==> config.mk <==
export PLATFORM = sky130hd
export DESIGN_NAME = mtp_phase_ctrl
export DESIGN_NICKNAME = d
export VERILOG_FILES = /design/src/rtl/mtp_pkg.sv /design/src/rtl/mtp_phase_track.sv /design/src/rtl/mtp_en_decode.sv /design/src/rtl/mtp_and_cp.sv /design/src/rtl/mtp_phase_ctrl.sv
export SDC_FILE = /design/constraint.sdc
export NUM_CORES = 1
export LEC_CHECK = 0
export BUFFER_PORTS_ARGS = -buffer_cell sky130_fd_sc_hd__buf_2
export CELL_PAD_IN_SITES_DETAIL_PLACEMENT = 1
export CELL_PAD_IN_SITES_GLOBAL_PLACEMENT = 1
export CORE_UTILIZATION = 37
export CTS_BUF_LIST = sky130_fd_sc_hd__clkbuf_2 sky130_fd_sc_hd__clkbuf_4 sky130_fd_sc_hd__clkbuf_8
export DETAILED_ROUTE_END_ITERATION = 8
export PLACE_DENSITY = 0.92
export SLEW_MARGIN = 20
export SYNTH_ARGS = -nofsm -noshare
export SYNTH_HDL_FRONTEND = slang
export SYNTH_SLANG_ARGS = --single-unit
==> constraint.sdc <==
create_clock -name clk -period 3.6 [get_ports clk]
set_input_delay 0.72 -clock clk [delete_from_list [all_inputs] [get_ports clk]]
set_output_delay 0.72 -clock clk [all_outputs]
set_load 0.005 [all_outputs]
==> src/rtl/mtp_pkg.sv <==
package mtp_pkg;
    localparam int MTP_NUM_CP = 4;
    localparam int MTP_PH_W   = $clog2(MTP_NUM_CP + 1);

    typedef enum logic [MTP_PH_W-1:0] {
        PH_NONE = 3'd0,
        PH_A    = 3'd1,
        PH_B    = 3'd2,
        PH_C    = 3'd3,
        PH_D    = 3'd4
    } phase_e;

    typedef struct packed {
        logic [MTP_PH_W-1:0] phase;
    } track_st;

    typedef struct packed {
        logic [MTP_NUM_CP-1:0] en;
        logic [MTP_NUM_CP-1:0] tgt;
    } dec_st;
endpackage

==> src/rtl/mtp_phase_track.sv <==
module mtp_phase_track
    import mtp_pkg::*;
#(
    parameter int CNT_W     = 12,
    parameter int PHASE_LEN = 100
) (
    input  logic                clk,
    input  logic                rst_n,
    input  logic [CNT_W-1:0]    pat_cnt,
    output logic [MTP_PH_W-1:0] phase_d_o,
    output logic [MTP_PH_W-1:0] phase_q_o
);
    track_st st_d, st_q;
    logic [MTP_PH_W-1:0] raw_ph;

    // Count boundaries crossed, saturating at the last phase.
    always_comb begin
        raw_ph = '0;
        for (int k = 1; k <= MTP_NUM_CP; k++) begin
            if (int'(pat_cnt) >= k * PHASE_LEN) begin
                raw_ph = raw_ph + 1'b1;
            end
        end
        st_d = st_q;
        if (raw_ph > st_q.phase) begin
            st_d.phase = raw_ph;
        end
    end

    always_ff @(posedge clk or negedge rst_n) begin
        if (!rst_n) begin
            st_q <= '0;
        end else begin
            st_q <= st_d;
        end
    end

    assign phase_d_o = st_d.phase;
    assign phase_q_o = st_q.phase;
endmodule

==> src/rtl/mtp_en_decode.sv <==
module mtp_en_decode
    import mtp_pkg::*;
(
    input  logic                  clk,
    input  logic                  rst_n,
    input  logic [MTP_PH_W-1:0]   phase_d,
    output logic [MTP_NUM_CP-1:0] en_q_o,
    output logic [MTP_NUM_CP-1:0] tgt_q_o
);
    dec_st st_d, st_q;

    always_comb begin
        st_d = st_q;
        for (int i = 0; i < MTP_NUM_CP; i++) begin
            st_d.en[i]  = (phase_d != PH_NONE) && (phase_d != MTP_PH_W'(i + 1));
            st_d.tgt[i] = (phase_d == MTP_PH_W'(i + 1));
        end
    end

    always_ff @(posedge clk or negedge rst_n) begin
        if (!rst_n) begin
            st_q <= '0;
        end else begin
            st_q <= st_d;
        end
    end

    assign en_q_o  = st_q.en;
    assign tgt_q_o = st_q.tgt;
endmodule

==> src/rtl/mtp_and_cp.sv <==
module mtp_and_cp
    import mtp_pkg::*;
(
    input  logic [MTP_NUM_CP-1:0] net_in,
    input  logic [MTP_NUM_CP-1:0] en,
    output logic [MTP_NUM_CP-1:0] net_out
);
    for (genvar i = 0; i < MTP_NUM_CP; i++) begin : g_cp
        assign net_out[i] = net_in[i] & en[i];
    end
endmodule

==> src/rtl/mtp_phase_ctrl.sv <==
module mtp_phase_ctrl
    import mtp_pkg::*;
#(
    parameter int CNT_W     = 12,
    parameter int PHASE_LEN = 100
) (
    input  logic                  clk,
    input  logic                  rst_n,
    input  logic [CNT_W-1:0]      pat_cnt,
    input  logic [MTP_NUM_CP-1:0] cp_in,
    output logic [MTP_PH_W-1:0]   phase_o,
    output logic [MTP_NUM_CP-1:0] cp_en,
    output logic [MTP_NUM_CP-1:0] tgt_sel,
    output logic [MTP_NUM_CP-1:0] cp_out
);
    logic [MTP_PH_W-1:0] phase_d;

    mtp_phase_track #(.CNT_W(CNT_W), .PHASE_LEN(PHASE_LEN)) track_i (
        .clk       (clk),
        .rst_n     (rst_n),
        .pat_cnt   (pat_cnt),
        .phase_d_o (phase_d),
        .phase_q_o (phase_o)
    );

    mtp_en_decode dec_i (
        .clk     (clk),
        .rst_n   (rst_n),
        .phase_d (phase_d),
        .en_q_o  (cp_en),
        .tgt_q_o (tgt_sel)
    );

    mtp_and_cp gate_i (
        .net_in  (cp_in),
        .en      (cp_en),
        .net_out (cp_out)
    );
endmodule

==> results by group, run 1 <==
Status
  • Stage where the flow stopped: global routing (5_1_grt)
  • Status: aborted with a tool error
  • First Error: [ERROR DPL-0033] detailed placement checks failed during check placement.

Yosys
  • Proportion of register bits with asynchronous set or reset after synthesis: 1.00
  • Yosys warns: 0
  • Number of enable-type register cells in the synthesized netlist: 0
  • Flop and latch count out of synthesis: 11
  • Mapped Nets: 96
  • Number of standard cells after synthesis: 73
  • Distinct cell type count after synthesis: 31
  • Share of the synthesized area in the top cell type: 0.377
  • Top cells by area in the synthesized netlist: sky130_fd_sc_hd__dfrtp_1 (38%), sky130_fd_sc_hd__ha_1 (8.6%), sky130_fd_sc_hd__and2_1 (4.3%), sky130_fd_sc_hd__nor3_2 (4.1%), sky130_fd_sc_hd__o311a_1 (4.1%)
  • Top cell type by total area after synthesis: sky130_fd_sc_hd__dfrtp_1
  • Top_reg_cell synth: sky130_fd_sc_hd__dfrtp_1
  • Cell Area, Synth: 729 µm²
  • Share of the yosys chip area belonging to registers: 0.377
  • Average instance area after synthesis: 9.99 µm²

Global route
  • Pin count of the biggest net entering global routing: 12
  • Number of antenna violations at the first check in global routing: 0

Place
  • Routability congestion estimate from global placement: 0.798
  • Cell count after placement: 145
  • Detailed placer's ending HPWL: 2000 µm
  • Input/output buffers: 30
  • Worst-case setup slack after placement: -0.629 ns

Floorplan
  • Count of standard-cell rows: 15
  • Die height: 46.4 µm
  • # IOs: 33
  • Starting density of the core: 0.409
  • Die X-Extent: 46.4 µm

Clocking
  • Sink Count: 11
  • CTS Hold Bufs: 0
  • Num CTS Buffers: 3
  • Longest Clk Path Bufs: 2
  • H-Tree Depth: 1
  • CTS root buf: sky130_fd_sc_hd__clkbuf_4

Timing
  • WEP type: sequential cell input
  • Last reported worst endpoint of the global-route repair pass: dec_i.tgt_q_o[3]$_DFF_PN0_/D
==> what timing repair did <==
action,4_1_cts
pin swaps,13
endpoints found under the hold margin,0
setup buffers,3
setup endpoints to repair,11
resized for setup,11
==> stage by stage <==
step | cell area [µm²] | utilization | hold slack, ns
after CTS | 1200 | 0.674 | 0.280
after detailed placement | 1070 | 0.601 | 0.600
after global placement | 1070 | 0.601 | 0.588
after floorplan | 766 | - | 0.424
==> cell families after synthesis <==
family,count (synthesis),synth area share
DFF,11,0.377
and+or+nand+nor,29,0.226
adders and majority gates,5,0.0858
AOI/OAI and AO/OA,16,0.189
xor gates and xnor gates,2,0.0240
muxes,2,0.0446
buffers and inverters,8,0.0532
==> synthesized netlist by cell type, drive strengths merged (2+ instances only) <==
| master | instances |
|---|---|
| nor2 | 4 |
| inv | 6 |
| dfrtp | 11 |
| ha | 5 |
| and2 | 6 |
| a21oi | 4 |
| mux2i | 2 |
| a211oi | 3 |
| o21ai | 3 |
| nand2 | 8 |
| o311a | 3 |
| nor3 | 6 |
==> inputs of run 2 (changes only) <==
- CELL_PAD_IN_SITES_DETAIL_PLACEMENT: 1 -> not set
- CELL_PAD_IN_SITES_GLOBAL_PLACEMENT: 1 -> not set
- CORE_AREA: not set -> 2 2 63 65
- CORE_UTILIZATION: 37 -> not set
- CTS_BUF_LIST: sky130_fd_sc_hd__clkbuf_2 sky130_fd_sc_hd__clkbuf_4 sky130_fd_sc_hd__clkbuf_8 -> not set
- DIE_AREA: not set -> 0 0 65 67
- PLACE_DENSITY: 0.92 -> not set
- PLACE_DENSITY_LB_ADDON: not set -> 0.15
==> run 2 against run 1 <==
Compared with the run above: the flow now finishes, with violations (negative setup slack); synthesized cell count did not move; area after synthesis stayed put.
==> results by group, run 2 <==
Yosys
  • Library cell with the highest instance count after synthesis: sky130_fd_sc_hd__dfrtp_1
  • Top cells by area in the synthesized netlist: sky130_fd_sc_hd__dfrtp_1 (38%), sky130_fd_sc_hd__ha_1 (8.6%), sky130_fd_sc_hd__and2_1 (4.3%), sky130_fd_sc_hd__nor3_2 (4.1%), sky130_fd_sc_hd__o311a_1 (4.1%)
  • Top_reg_cell synth: sky130_fd_sc_hd__dfrtp_1
  • Number of standard cells after synthesis: 73
  • Yosys warns: 0
  • Top cell type by total area after synthesis: sky130_fd_sc_hd__dfrtp_1
  • Most common library cells after synthesis: sky130_fd_sc_hd__dfrtp_1 (11), sky130_fd_sc_hd__nand2_1 (8), sky130_fd_sc_hd__and2_1 (5), sky130_fd_sc_hd__ha_1 (5)
  • Flop and latch count out of synthesis: 11
  • Cell Area, Synth: 729 µm²
  • Share of the yosys chip area belonging to registers: 0.377
  • Distinct cell type count after synthesis: 31
  • Average instance area after synthesis: 9.99 µm²
  • Proportion of register bits with asynchronous set or reset after synthesis: 1.00
  • Share of the synthesized area in the top cell type: 0.377
  • Mapped Nets: 96
  • Number of enable-type register cells in the synthesized netlist: 0

Routing
  • Iteration-0 DRC Markers: 15
  • Via total after detailed routing: 716
  • Number of search-and-repair iterations in the first detailed-routing pass: 4
  • Per-cell via count in the routed design: 4.07
  • Average wire length per cell after detail routing: 9.67 µm
  • Total DRC errors in the routed layout: 0
  • DRT antenna net count: 0
  • Total Wirelength: 1700 µm

Global route
  • Number of global-route vias before repair: 740
  • Total Routing Usage GR: 0.0917
  • Global-route wire length before repair: 3040 µm
  • Pin count of the biggest net entering global routing: 12
  • Number of antenna violations at the first check in global routing: 0
  • Remaining Overflow, GRT: 0

Timing
  • Normalized max-slew margin: 0.771
  • Setup Total Neg Slack: -1.08 ns
  • Final Hold Viols: 0
  • RSZ-0062 raised after global routing: yes
  • Setup Viol. Count Final: 10
  • Max-slew violation count: 0
  • Clock Skews: 0.00331 ns
  • Highest clock rate: 266 MHz
  • Crit path setup slack, layout: -0.158 ns
  • Post-route minimum period: 3.76 ns
  • Period Utilization, post-route: 1.04
  • Transition time at the pin with the least slew margin: 0.343 ns

Setup path
  • Arrival time of the worst setup path: 3.92 ns
  • Data required time at the worst endpoint: 3.76 ns
  • Launching element type of the critical path: input port
  • Critical setup path kind: input port to flip-flop
  • Largest fanout on the critical path: 6
  • CP Capture Type: flip-flop
  • Worst R2R Start: track_i.phase_q_o[2]
  • Timing startpoint of the critical path: pat_cnt[10]

Finish
  • Most common library cell in the layout ignoring fill and taps: sky130_fd_sc_hd__buf_2
  • Combined area of the multi-input logic cells: 494 µm²
  • Register area: 275 µm²
  • Area growth from synthesis to layout: 68.1%
  • Number of fillers in the final layout: 391
  • Nets: 152
  • Fraction of final layout cells sized beyond drive strength 1: 0.617
  • Top library cells by usage in the layout, fill and taps aside: sky130_fd_sc_hd__buf_2 (29), sky130_fd_sc_hd__buf_4 (22), sky130_fd_sc_hd__dfrtp_1 (11)
  • Ant. Diodes: 0

Place
  • Input/output buffers: 30
  • Routability congestion estimate from global placement: 0.682
  • Detailed placer's ending HPWL: 1470 µm

Floorplan
  • Die height: 67 µm
  • Count of standard-cell rows: 22
  • Total die area: 0.00436 mm²
  • # IOs: 33
  • Die X-Extent: 65 µm
  • Starting density of the core: 0.202
  • Core area: 0.00361 mm²

Power and ir drop
  • Power per unit of standard cell area: 639 mW/mm²
  • Leak Pwr: 0.582 nW
  • Total power after layout: 0.784 mW
  • Max IR drop VDD: 0.000198 V

Clocking
  • H-Tree Depth: 1
  • Clock latency of the later-clocked register in the worst-skew pair: 0.23 ns
  • Sink Count: 11
  • Num CTS Buffers: 3
  • TritonCTS clock tree: built
  • CTS Hold Bufs: 0
  • Longest Clk Path Bufs: 2
  • CTS root buf: sky130_fd_sc_hd__clkbuf_8
  • Clock-pin slew of the registers on the worst-case setup and hold paths: 0.05 ns

Status
  • Violations in the final reports: negative setup slack
  • Status: finished, violations left

Min path
  • Tightest Hold Check Type: input port to asynchronous set/reset pin

Flow run
  • Max-capacitance violation count: 0
==> run 2: routing by layer <==
metal,global-route usage,wire [µm],vias up,share of wire
met5,0,0,-,0
met4,0.0399,36,0,0.021
met3,0.0236,106,4,0.062
met2,0.166,840,24,0.49
met1,0.100,718,316,0.42
li1,-,-,372,-
==> run 2: worst max-delay path, stage by stage <==
cell and delay [ns]:
sky130_fd_sc_hd__buf_6 0.09, sky130_fd_sc_hd__or3_4 0.42, sky130_fd_sc_hd__nor4_4 0.22, sky130_fd_sc_hd__ha_1 0.29, sky130_fd_sc_hd__and2_4 0.16, sky130_fd_sc_hd__a211oi_4 0.26, sky130_fd_sc_hd__ha_4 0.17, sky130_fd_sc_hd__o21ai_2 0.05
sky130_fd_sc_hd__xor2_1 0.17, sky130_fd_sc_hd__ha_1 0.35, sky130_fd_sc_hd__nand3b_1 0.13, sky130_fd_sc_hd__a32oi_2 0.20, sky130_fd_sc_hd__buf_4 0.17, sky130_fd_sc_hd__mux2i_4 0.32, sky130_fd_sc_hd__mux2i_1 0.21
==> run 2: kinds of logic (layout without fill, tap and decap cells) <==
group                      count (synthesis)  after routing  synth area share
adders and majority gates                  5              5            0.0858
and+or+nand+nor                           29             29             0.226
muxes                                      2              2            0.0446
buffers and inverters                      8             63            0.0532
xor gates and xnor gates                   2              2            0.0240
AOI/OAI and AO/OA                         16             16             0.189
DFF                                       11             11             0.377
==> run 2: layout make-up <==
cell class / count / share of cell area
multi-input cells: 54 / 0.403
flip-flops and latches: 11 / 0.224
clock buffers: 4 / 0.0367
well taps: 48 / 0.0490
inverters: 7 / 0.0245
repair buffers: 52 / 0.262
==> run 2: path summary, 6_finish.rpt <==
kind	to	slack, ns	cells past startpoint
hold reg to reg	dec_i.en_q_o[3]	0.65	2
setup / recovery	dec_i.en_q_o[2]	-0.16	15
min in group clk	dec_i.en_q_o[3]	0.65	2
max in group asynchronous	dec_i.tgt_q_o[0]	3.06	1
setup reg to reg	dec_i.en_q_o[2]	1.77	7
hold / removal	dec_i.tgt_q_o[1]	0.34	1
==> run 2: timing repair <==
action / 4_1_cts / 5_1_grt
pin swaps: 10 / 5
endpoints found under the setup margin: 11 / 11
endpoints found under the hold margin: 0 / 0
setup buffers: 2 / 1
gates resized for setup: 7 / 2
==> run 2: where the power goes <==
part           internal, mW  leakage (nW)  switching (mW)  total, mW
Clock                0.0774        0.0228          0.0421      0.119
Combinational         0.244         0.430           0.232      0.476
Sequential            0.169         0.129          0.0196      0.189
==> run 2: per-stage QoR <==
step	worst slack [ns]	utilization	hold slack, ns	std cells	instance area (µm²)
floorplan	-0.272	-	0.424	73	766
global placement	-0.495	0.307	0.596	169	1110
detailed placement	-0.497	0.307	0.604	169	1110
CTS	-0.173	0.337	0.354	175	1220
global route	-0.364	0.340	0.368	176	1230
finish	-0.158	0.340	0.345	176	1230
Note: power is estimated with default switching activity, not from simulation.
==> inputs of run 3 (changes only) <==
- CTS_BUF_LIST: not set -> sky130_fd_sc_hd__clkbuf_4 sky130_fd_sc_hd__clkbuf_8 sky130_fd_sc_hd__clkbuf_16
- CTS_CLUSTER_DIAMETER: not set -> 150
- SETUP_SLACK_MARGIN: not set -> 0.15
==> run 3 against run 2 <==
Compared with the run above: sequential power is essentially flat; register-to-register slack is essentially flat; via count is the same; routed wire length is the same; final cell count is the same; worst setup slack is the same; maximum frequency is the same; critical path depth is the same; the flow still finishes with violations (negative setup slack); critical path type unchanged; power grew 0.97%; largest cell class unchanged.
==> results by group, run 3 (synthesis gave the netlist of run 2 again) <==
Timing
  • Period Utilization, post-route: 1.04
  • Post-route minimum period: 3.76 ns
  • Clock Skews: 0.00313 ns
  • Final Hold Viols: 0
  • Crit path setup slack, layout: -0.158 ns
  • Highest clock rate: 266 MHz
  • RSZ-0062 raised after global routing: yes
  • Max-slew violation count: 0
  • Setup Viol. Count Final: 10
  • Transition time at the pin with the least slew margin: 0.343 ns
  • Normalized max-slew margin: 0.771

Setup path
  • Crit Reg-Reg Endpoint: dec_i.en_q_o[2]
  • Cells along the critical path: buf_6, or3_4, nor4_4, ha_1, and2_4, a211oi_4, ha_4, o21ai_2, xor2_1, ha_1, nand3b_1, a32oi_2, buf_4, mux2i_4, mux2i_1
  • Timing startpoint of the critical path: pat_cnt[10]
  • Reg2Reg Depth: 7
  • CP Capture Type: flip-flop
  • CP bufs+invs: 2
  • Crit path max-delay family: simple AND/OR/NAND/NOR gates
  • Cell at the slowest stage of the critical path: sky130_fd_sc_hd__or3_4
  • Top cell by count, worst path: sky130_fd_sc_hd__ha_1
  • Reg-to-reg slack, setup: 1.77 ns
  • Critical path's largest stage delay: 0.42 ns
  • Arrival time of the worst setup path: 3.92 ns
  • Largest fanout on the critical path: 6
  • Launching element type of the critical path: input port
  • Critical setup path kind: input port to flip-flop
  • Worst R2R Start: track_i.phase_q_o[2]
  • Data required time at the worst endpoint: 3.76 ns

Floorplan
  • Die X-Extent: 65 µm
  • Core area: 0.00361 mm²
  • Total die area: 0.00436 mm²
  • Starting density of the core: 0.202
  • # IOs: 33
  • Die height: 67 µm
  • Count of standard-cell rows: 22

Routing
  • Per-cell via count in the routed design: 4.07
  • Total Wirelength: 1700 µm
  • Via total after detailed routing: 716
  • Number of search-and-repair iterations in the first detailed-routing pass: 4
  • Iteration-0 DRC Markers: 15
  • Average wire length per cell after detail routing: 9.67 µm
  • DRT antenna net count: 0
  • Total DRC errors in the routed layout: 0

Place
  • Routability congestion estimate from global placement: 0.682
  • Detailed placer's ending HPWL: 1470 µm
  • Input/output buffers: 30
  • Worst-case setup slack after placement: -0.497 ns

Clocking
  • H-Tree Depth: 1
  • Sink Count: 11
  • Clock latency of the later-clocked register in the worst-skew pair: 0.23 ns
  • TritonCTS clock tree: built
  • Clock-pin slew of the registers on the worst-case setup and hold paths: 0.05 ns
  • Longest Clk Path Bufs: 2
  • CTS root buf: sky130_fd_sc_hd__clkbuf_8
  • Num CTS Buffers: 3

Finish
  • Top library cells by usage in the layout, fill and taps aside: sky130_fd_sc_hd__buf_2 (29), sky130_fd_sc_hd__buf_4 (22), sky130_fd_sc_hd__dfrtp_1 (11)
  • Fraction of final layout cells sized beyond drive strength 1: 0.625
  • Area growth from synthesis to layout: 68.6%
  • Ant. Diodes: 0
  • Nets: 152
  • Most common library cell in the layout ignoring fill and taps: sky130_fd_sc_hd__buf_2
  • Number of fillers in the final layout: 389

Status
  • Status: finished, violations left
  • Violations in the final reports: negative setup slack

Flow run
  • Max-capacitance violation count: 0

Global route
  • Total Routing Usage GR: 0.0917
  • Number of global-route vias before repair: 740
  • Number of antenna violations at the first check in global routing: 0
  • Remaining Overflow, GRT: 0
  • Pin count of the biggest net entering global routing: 12
  • Global-route wire length before repair: 3040 µm

Power and ir drop
  • Power per unit of standard cell area: 644 mW/mm²
  • Max IR drop VDD: 0.000198 V
  • Leak Pwr: 0.585 nW
  • Total power after layout: 0.792 mW

Min path
  • Tightest Hold Check Type: input port to asynchronous set/reset pin
==> run 3: worst max path at each step <==
| stage | to | slack [ns] | cells after the start |
|---|---|---|---|
| finish | dec_i.en_q_o[2] | -0.16 | 15 |
| global route | dec_i.tgt_q_o[1] | -0.36 | 16 |
| CTS | dec_i.en_q_o[2] | -0.17 | 16 |
| detailed placement | dec_i.en_q_o[2] | -0.50 | 15 |
| global placement | dec_i.en_q_o[2] | -0.49 | 15 |
| floorplan | dec_i.tgt_q_o[0] | -0.27 | 17 |
==> run 3: metrics by stage <==
stage / std cells / utilization / hold WS [ns] / area, µm² / setup TNS [ns]
final: 176 / 0.341 / 0.345 / 1230 / -1.08
after global routing: 176 / 0.341 / 0.368 / 1230 / -3.12
after CTS: 175 / 0.338 / 0.354 / 1220 / -1.22
after detailed placement: 169 / 0.307 / 0.604 / 1110 / -4.80
after global placement: 169 / 0.307 / 0.596 / 1110 / -4.58
after floorplan: 73 / - / 0.424 / 766 / -2.10
==> run 3: timing repair <==
| action | in CTS | in global routing |
|---|---|---|
| gates cloned | 0 | 0 |
| pin swaps | 10 | 5 |
| gates resized for setup | 7 | 2 |
| setup buffers | 2 | 1 |
| setup endpoints to repair | 11 | 11 |
| hold buffers | 0 | 0 |
==> run 3: final cells by class <==
cell class | instances | area, µm² | area share
well taps | 48 | 60.1 | 0.0488
repair buffers | 52 | 322 | 0.261
flip-flops and latches | 11 | 275 | 0.224
inverters | 7 | 30.0 | 0.0244
clock buffers | 4 | 48.8 | 0.0397
multi-input cells | 54 | 494 | 0.402
==> run 3: where the power goes <==
part | switching [mW] | internal (mW) | total (mW)
combinational | 0.232 | 0.244 | 0.476
clock | 0.0422 | 0.0849 | 0.127
sequential | 0.0196 | 0.169 | 0.189
==> run 3: metal layers <==
| metal | vias up | track usage | wire (µm) |
|---|---|---|---|
| li1 | 372 | - | - |
| met1 | 316 | 0.100 | 718 |
| met5 | - | 0 | 0 |
| met3 | 4 | 0.0236 | 106 |
| met2 | 24 | 0.166 | 840 |
| met4 | 0 | 0.0399 | 36 |
